File: config.mk
export PLATFORM = sky130hd
export DESIGN_NAME = byte_lane_steer
export DESIGN_NICKNAME = d
export VERILOG_FILES = /design/src/rtl/lane_steer_pkg.sv /design/src/rtl/lane_enable_decode.sv /design/src/rtl/strobe_capture_reg.sv /design/src/rtl/byte_lane_steer.sv
export SDC_FILE = /design/constraint.sdc
export NUM_CORES = 1
export LEC_CHECK = 0
export ABC_CLOCK_PERIOD_IN_PS = 800
export BUFFER_PORTS_ARGS = -buffer_cell sky130_fd_sc_hd__buf_2
export CORE_AREA = 4 4 41 43
export CTS_CLUSTER_SIZE = 14
export DETAILED_ROUTE_END_ITERATION = 12
export DIE_AREA = 0 0 45 47
export PLACE_DENSITY = 0.48
export SYNTH_ARGS = -nofsm -noshare
export SYNTH_HDL_FRONTEND = slang
export SYNTH_SLANG_ARGS = --single-unit
File: constraint.sdc
create_clock -name clk -period 0.8 [get_ports clk]
set_input_delay 0.08 -clock clk [delete_from_list [all_inputs] [get_ports clk]]
set_output_delay 0.08 -clock clk [all_outputs]
set_load 0.01 [all_outputs]
File: src/rtl/lane_steer_pkg.sv
package lane_steer_pkg;

  // Default number of byte lanes on the wide side of the bus.
  localparam int unsigned WIDE_LANES = 4;

  // Width of a lane index for a given lane count (at least one bit).
  function automatic int unsigned lane_idx_width(input int unsigned lanes);
    return (lanes > 2) ? $clog2(lanes) : 1;
  endfunction

endpackage

File: src/rtl/lane_enable_decode.sv
module lane_enable_decode #(
  parameter int unsigned LANES = lane_steer_pkg::WIDE_LANES,
  localparam int unsigned IDXW = lane_steer_pkg::lane_idx_width(LANES)
) (
  input  logic [LANES-1:0] lane_on,    // active-high byte enables
  input  logic             narrow,     // active-high narrow-size flag
  output logic [LANES-2:0] route_req,  // active-high swap request, bit j = lane j+1
  output logic [IDXW-1:0]  low_lane    // index of lowest enabled lane
);

  // below_off[i] is high when every lane under lane i is disabled.
  logic [LANES-1:0] below_off;

  assign below_off[0] = 1'b1;

  genvar gi;
  generate
    for (gi = 1; gi < LANES; gi++) begin : g_chain
      assign below_off[gi]   = below_off[gi-1] & ~lane_on[gi-1];
      assign route_req[gi-1] = narrow & lane_on[gi] & below_off[gi];
    end
  endgenerate

  // Priority encode from the top so the lowest enabled lane wins.
  always_comb begin
    low_lane = '0;
    for (int i = LANES - 1; i >= 0; i--) begin
      if (lane_on[i]) low_lane = IDXW'(i);
    end
  end

endmodule

File: src/rtl/strobe_capture_reg.sv
module strobe_capture_reg #(
  parameter int unsigned    W        = 1,
  parameter logic [W-1:0]   RESET_VAL = '0
) (
  input  logic         clk,
  input  logic         rst,
  input  logic         capture,
  input  logic [W-1:0] d,
  output logic [W-1:0] q
);

  always_ff @(posedge clk) begin
    if (rst) begin
      q <= RESET_VAL;
    end else if (capture) begin
      q <= d;
    end
  end

endmodule

File: src/rtl/byte_lane_steer.sv
module byte_lane_steer #(
  parameter int unsigned LANES = lane_steer_pkg::WIDE_LANES,
  localparam int unsigned IDXW = lane_steer_pkg::lane_idx_width(LANES)
) (
  input  logic             clk,
  input  logic             rst,
  input  logic             ads_n,
  input  logic             bs8_n,
  input  logic [LANES-1:0] be_n,
  output logic [LANES-2:0] swap_en_n,
  output logic [IDXW-1:0]  narrow_addr
);

  logic [LANES-1:0] lane_on;
  logic             narrow;
  logic             strobe;
  logic [LANES-2:0] route_req;
  logic [IDXW-1:0]  low_lane;

  assign lane_on = ~be_n;
  assign narrow  = ~bs8_n;
  assign strobe  = ~ads_n;

  lane_enable_decode #(
    .LANES (LANES)
  ) u_decode (
    .lane_on   (lane_on),
    .narrow    (narrow),
    .route_req (route_req),
    .low_lane  (low_lane)
  );

  // Swap enables: stored active low, all inactive out of reset.
  strobe_capture_reg #(
    .W         (LANES - 1),
    .RESET_VAL ({(LANES-1){1'b1}})
  ) u_swap_hold (
    .clk     (clk),
    .rst     (rst),
    .capture (strobe),
    .d       (~route_req),
    .q       (swap_en_n)
  );

  // Narrow-device address bits.
  strobe_capture_reg #(
    .W         (IDXW),
    .RESET_VAL ('0)
  ) u_addr_hold (
    .clk     (clk),
    .rst     (rst),
    .capture (strobe),
    .d       (low_lane),
    .q       (narrow_addr)
  );

endmodule

==> results.txt <==
----------------------------------------------------
[Logic synthesis]
  Fraction of synthesized cell area taken by the top area cell type ... 45.7%
  Async set-or-reset flop fraction in the synthesized netlist ... 0%
  Count of state elements after synthesis ... 5
  Library cell with the largest summed area after synthesis ... sky130_fd_sc_hd__dfxtp_1
  Seq/Total Area, Yosys ... about 46%
  Count of flip-flops with a built-in enable after synthesis ... 0
  Post-synthesis cell count ... 20
  Leading post-synthesis cells by instance count ... sky130_fd_sc_hd__dfxtp_1 (5), sky130_fd_sc_hd__nand2_1 (2), sky130_fd_sc_hd__o32a_1 (2)
  Combined area of all synthesized cells ... about 220 um^2
  Ranking of synthesized cells by area ... sky130_fd_sc_hd__dfxtp_1 (46%), sky130_fd_sc_hd__o32a_1 (9.1%), sky130_fd_sc_hd__and4bb_2 (5.7%)
  Leading cell type by number of instances after synthesis ... sky130_fd_sc_hd__dfxtp_1
  Commonest register cell after synthesis ... sky130_fd_sc_hd__dfxtp_1
  Warning count from the yosys run ... 0
  Number of nets produced by synthesis ... 28
  Average footprint of a synthesized cell ... 10.9 um^2
  Unique masters post-synth ... 14

[Placed design]
  RePlAce Congestion ... 0.642
  Setup WS pre-CTS ... -45.6 ps
  Detailed placer's ending HPWL ... about 430 um
  Cell total after placement ... 48
  Number of buffers inserted by port buffering ... 12

[Final layout]
  Count of placed standard cells in the final layout, fillers left out ... 52
  Antenna cells ... 0
  Fill count ... ~150
  Util after Layout ... between 20% and 30%
  Share of layout cells above drive strength 1 ... between 50 and 60%
  Area grow syn2layout ... 53.1%
  Final Net Count ... 46

[Floorplan]
  Initial Util ... 16.8%
  Area of the core ... 1300 um^2
  Boundary Pins ... 13
  Horizontal die dimension ... 45 um
  Vertical die dimension ... around 47 um
  Row count ... 13
  Die Area ... 2120 um^2

[Worst setup path]
  Buffers & Inverters on Critical Path ... 1
  Critical setup path kind ... reg2out
  Arrival time at the worst endpoint ... 690 ps
  Total stage count of the critical path ... 1
  Data required time at the worst endpoint ... 720 ps
  Worst Reg-to-Reg Cells ... 2
  Kind of cell with the highest combined delay on the critical path ... flip-flops
  Largest driver fanout on the critical path ... 2
  Kind of capture point of the worst setup path ... output pin
  Cell with the biggest individual delay on the critical path ... sky130_fd_sc_hd__dfxtp_1
  Maximum cell stage delay along the critical path ... 320 ps
  Worst setup SP type ... flip-flop
  Cells traversed along the worst timing path ... buf_2

[Global routing]
  Largest net degree at the start of global routing ... 9
  Antenna violations before repair ... 0
  Gr ovfl total ... 0
  First-pass GRT wire length ... ~940 um
  Global routing usage summed across all routing layers ... roughly 6.4%
  Via count of the first global-routing pass ... around 220

[Routing]
  Number of remaining DRC errors ... 0
  Vias per std cell ... roughly 4.1
  Detailed Routing Iterations Pass 1 ... 2
  DR iter-0 viols ... 15
  Total routed wirelength ... around 570 um
  Routed wirelength normalized by instance count ... between 10 and 15 um
  Routed vias ... roughly 220
  Count of antenna-violating nets left after detailed routing ... 0

[Clock tree]
  Clock latency on the worst-skew pair ... between 200 and 250 ps
  Root Buffer ... sky130_fd_sc_hd__clkbuf_4
  CTS clock-pin slew for the worst setup and hold paths ... 40 ps
  Post-CTS setup-driven buffer insertion count ... 0
  Cts hold-fix bufs ... 0
  Total CTS buffers ... 3
  Count of H-tree levels built during CTS ... 1
  Total number of clock tree sinks ... 5
  TritonCTS clock tree ... done
  Clk buf depth ... 2

[Timing]
  Peak Freq ... approximately 1300 MHz
  Total count of max-transition violations in the final report ... 0
  Worst-Margin Slew ... between 200 and 250 ps
  Relative max-transition margin ... between 80% and 90%
  Endpoints failing setup ... 0
  Final hold violations ... 0
  Final clock skew ... 0 ps
  Unrepaired setup endpoints after global routing ... no
  Final period util ... a little over nine tenths
  Minimum hold slack ... 73.5 ps
  Minimum clock period after layout ... between 700 and 800 ps
  TNS Setup ... 0 ps
  Post-layout worst setup margin ... around 31 ps

[Outcome]
  Result of the run ... complete, no violations

[Pwr]
  PD cells ... between 1500 and 2000 nW/um^2
  Leak Pwr ... 0.143 nW
  Maximum vdd ir drop ... between 0.5 and 0.6 mV

[Worst hold path]
  Hold-critical path depth ... 2
  Min-Delay Path Class ... in2reg

[Flow run]
  Max-capacitance violation count ... 0

----------------------------------------------------
-- power breakdown --
group          internal [mW]  total, mW  switching, mW
sequential             0.258      0.261        0.00297
combinational         0.0369     0.0714         0.0345
clock                  0.189      0.295          0.106
total                  0.484      0.627          0.144
-- cell usage in the layout (no fill, tap or decap), types with 2 or more instances in the layout --
| cell type | instances |
|---|---|
| sky130_fd_sc_hd__o32a_1 | 2 |
| sky130_fd_sc_hd__dfxtp_2 | 3 |
| sky130_fd_sc_hd__buf_2 | 12 |
| sky130_fd_sc_hd__dfxtp_1 | 2 |
| sky130_fd_sc_hd__nand2_1 | 2 |
| sky130_fd_sc_hd__clkbuf_4 | 3 |
-- final timing paths --
check | to | slack (ps) | from
worst max-delay path | swap_en_n[2] | 30 | u_swap_hold.q[2]$_SDFFE_PP1N_
worst min-delay path | u_addr_hold.q[0]$_SDFFE_PP0N_ | 70 | be_n[1]
worst max register to register | u_addr_hold.q[0]$_SDFFE_PP0N_ | 110 | u_addr_hold.q[0]$_SDFFE_PP0N_
worst min register to register | u_addr_hold.q[1]$_SDFFE_PP0N_ | 460 | u_addr_hold.q[1]$_SDFFE_PP0N_
-- registers in the layout, indices dropped and copies added, names as in the netlist --
signal,count
u_swap_hold.q,3
u_addr_hold.q,2
-- stage by stage --
step,total power [mW],instance area [um^2]
after CTS,0.646,332
after detailed placement,0.336,305
final,0.627,335
after floorplan,0.292,219
after global placement,0.336,305
after global routing,0.664,335
-- routing by layer --
metal | track usage, % | wire (um) | vias up
met5 | 0 | 0 | -
met2 | 6.78 | 172 | 13
met4 | 5.26 | 0 | 0
li1 | - | - | 113
met3 | 4.60 | 115 | 0
met1 | 8.24 | 277 | 89
-- final cells by class --
type	instances	area (um^2)	area share, %
Multi-Input combinational cell	14	115	34.3
Clock buffer	4	26.3	7.84
Timing Repair Buffer	13	67.6	20.1
Tap cell	15	18.8	5.60
Inverter	1	3.75	1.12
Sequential cell	5	104	31.0
-- what timing repair did --
action | in CTS | in global routing
gates resized for setup | 0 | 3
endpoints found under the setup margin | 0 | 3
hold endpoints to repair | 0 | 0
-- cells by family (layout without fill, tap and decap cells) --
group,count (synthesis),count (layout),synth area share [%]
AND/OR/NAND/NOR,8,8,27.4
AO/OA/AOI/OAI,5,5,20.6
flip-flops,5,5,45.7
multiplexers,1,1,4.57
buffers and inverters,1,18,1.71
(Power assumes the default switching activity.)
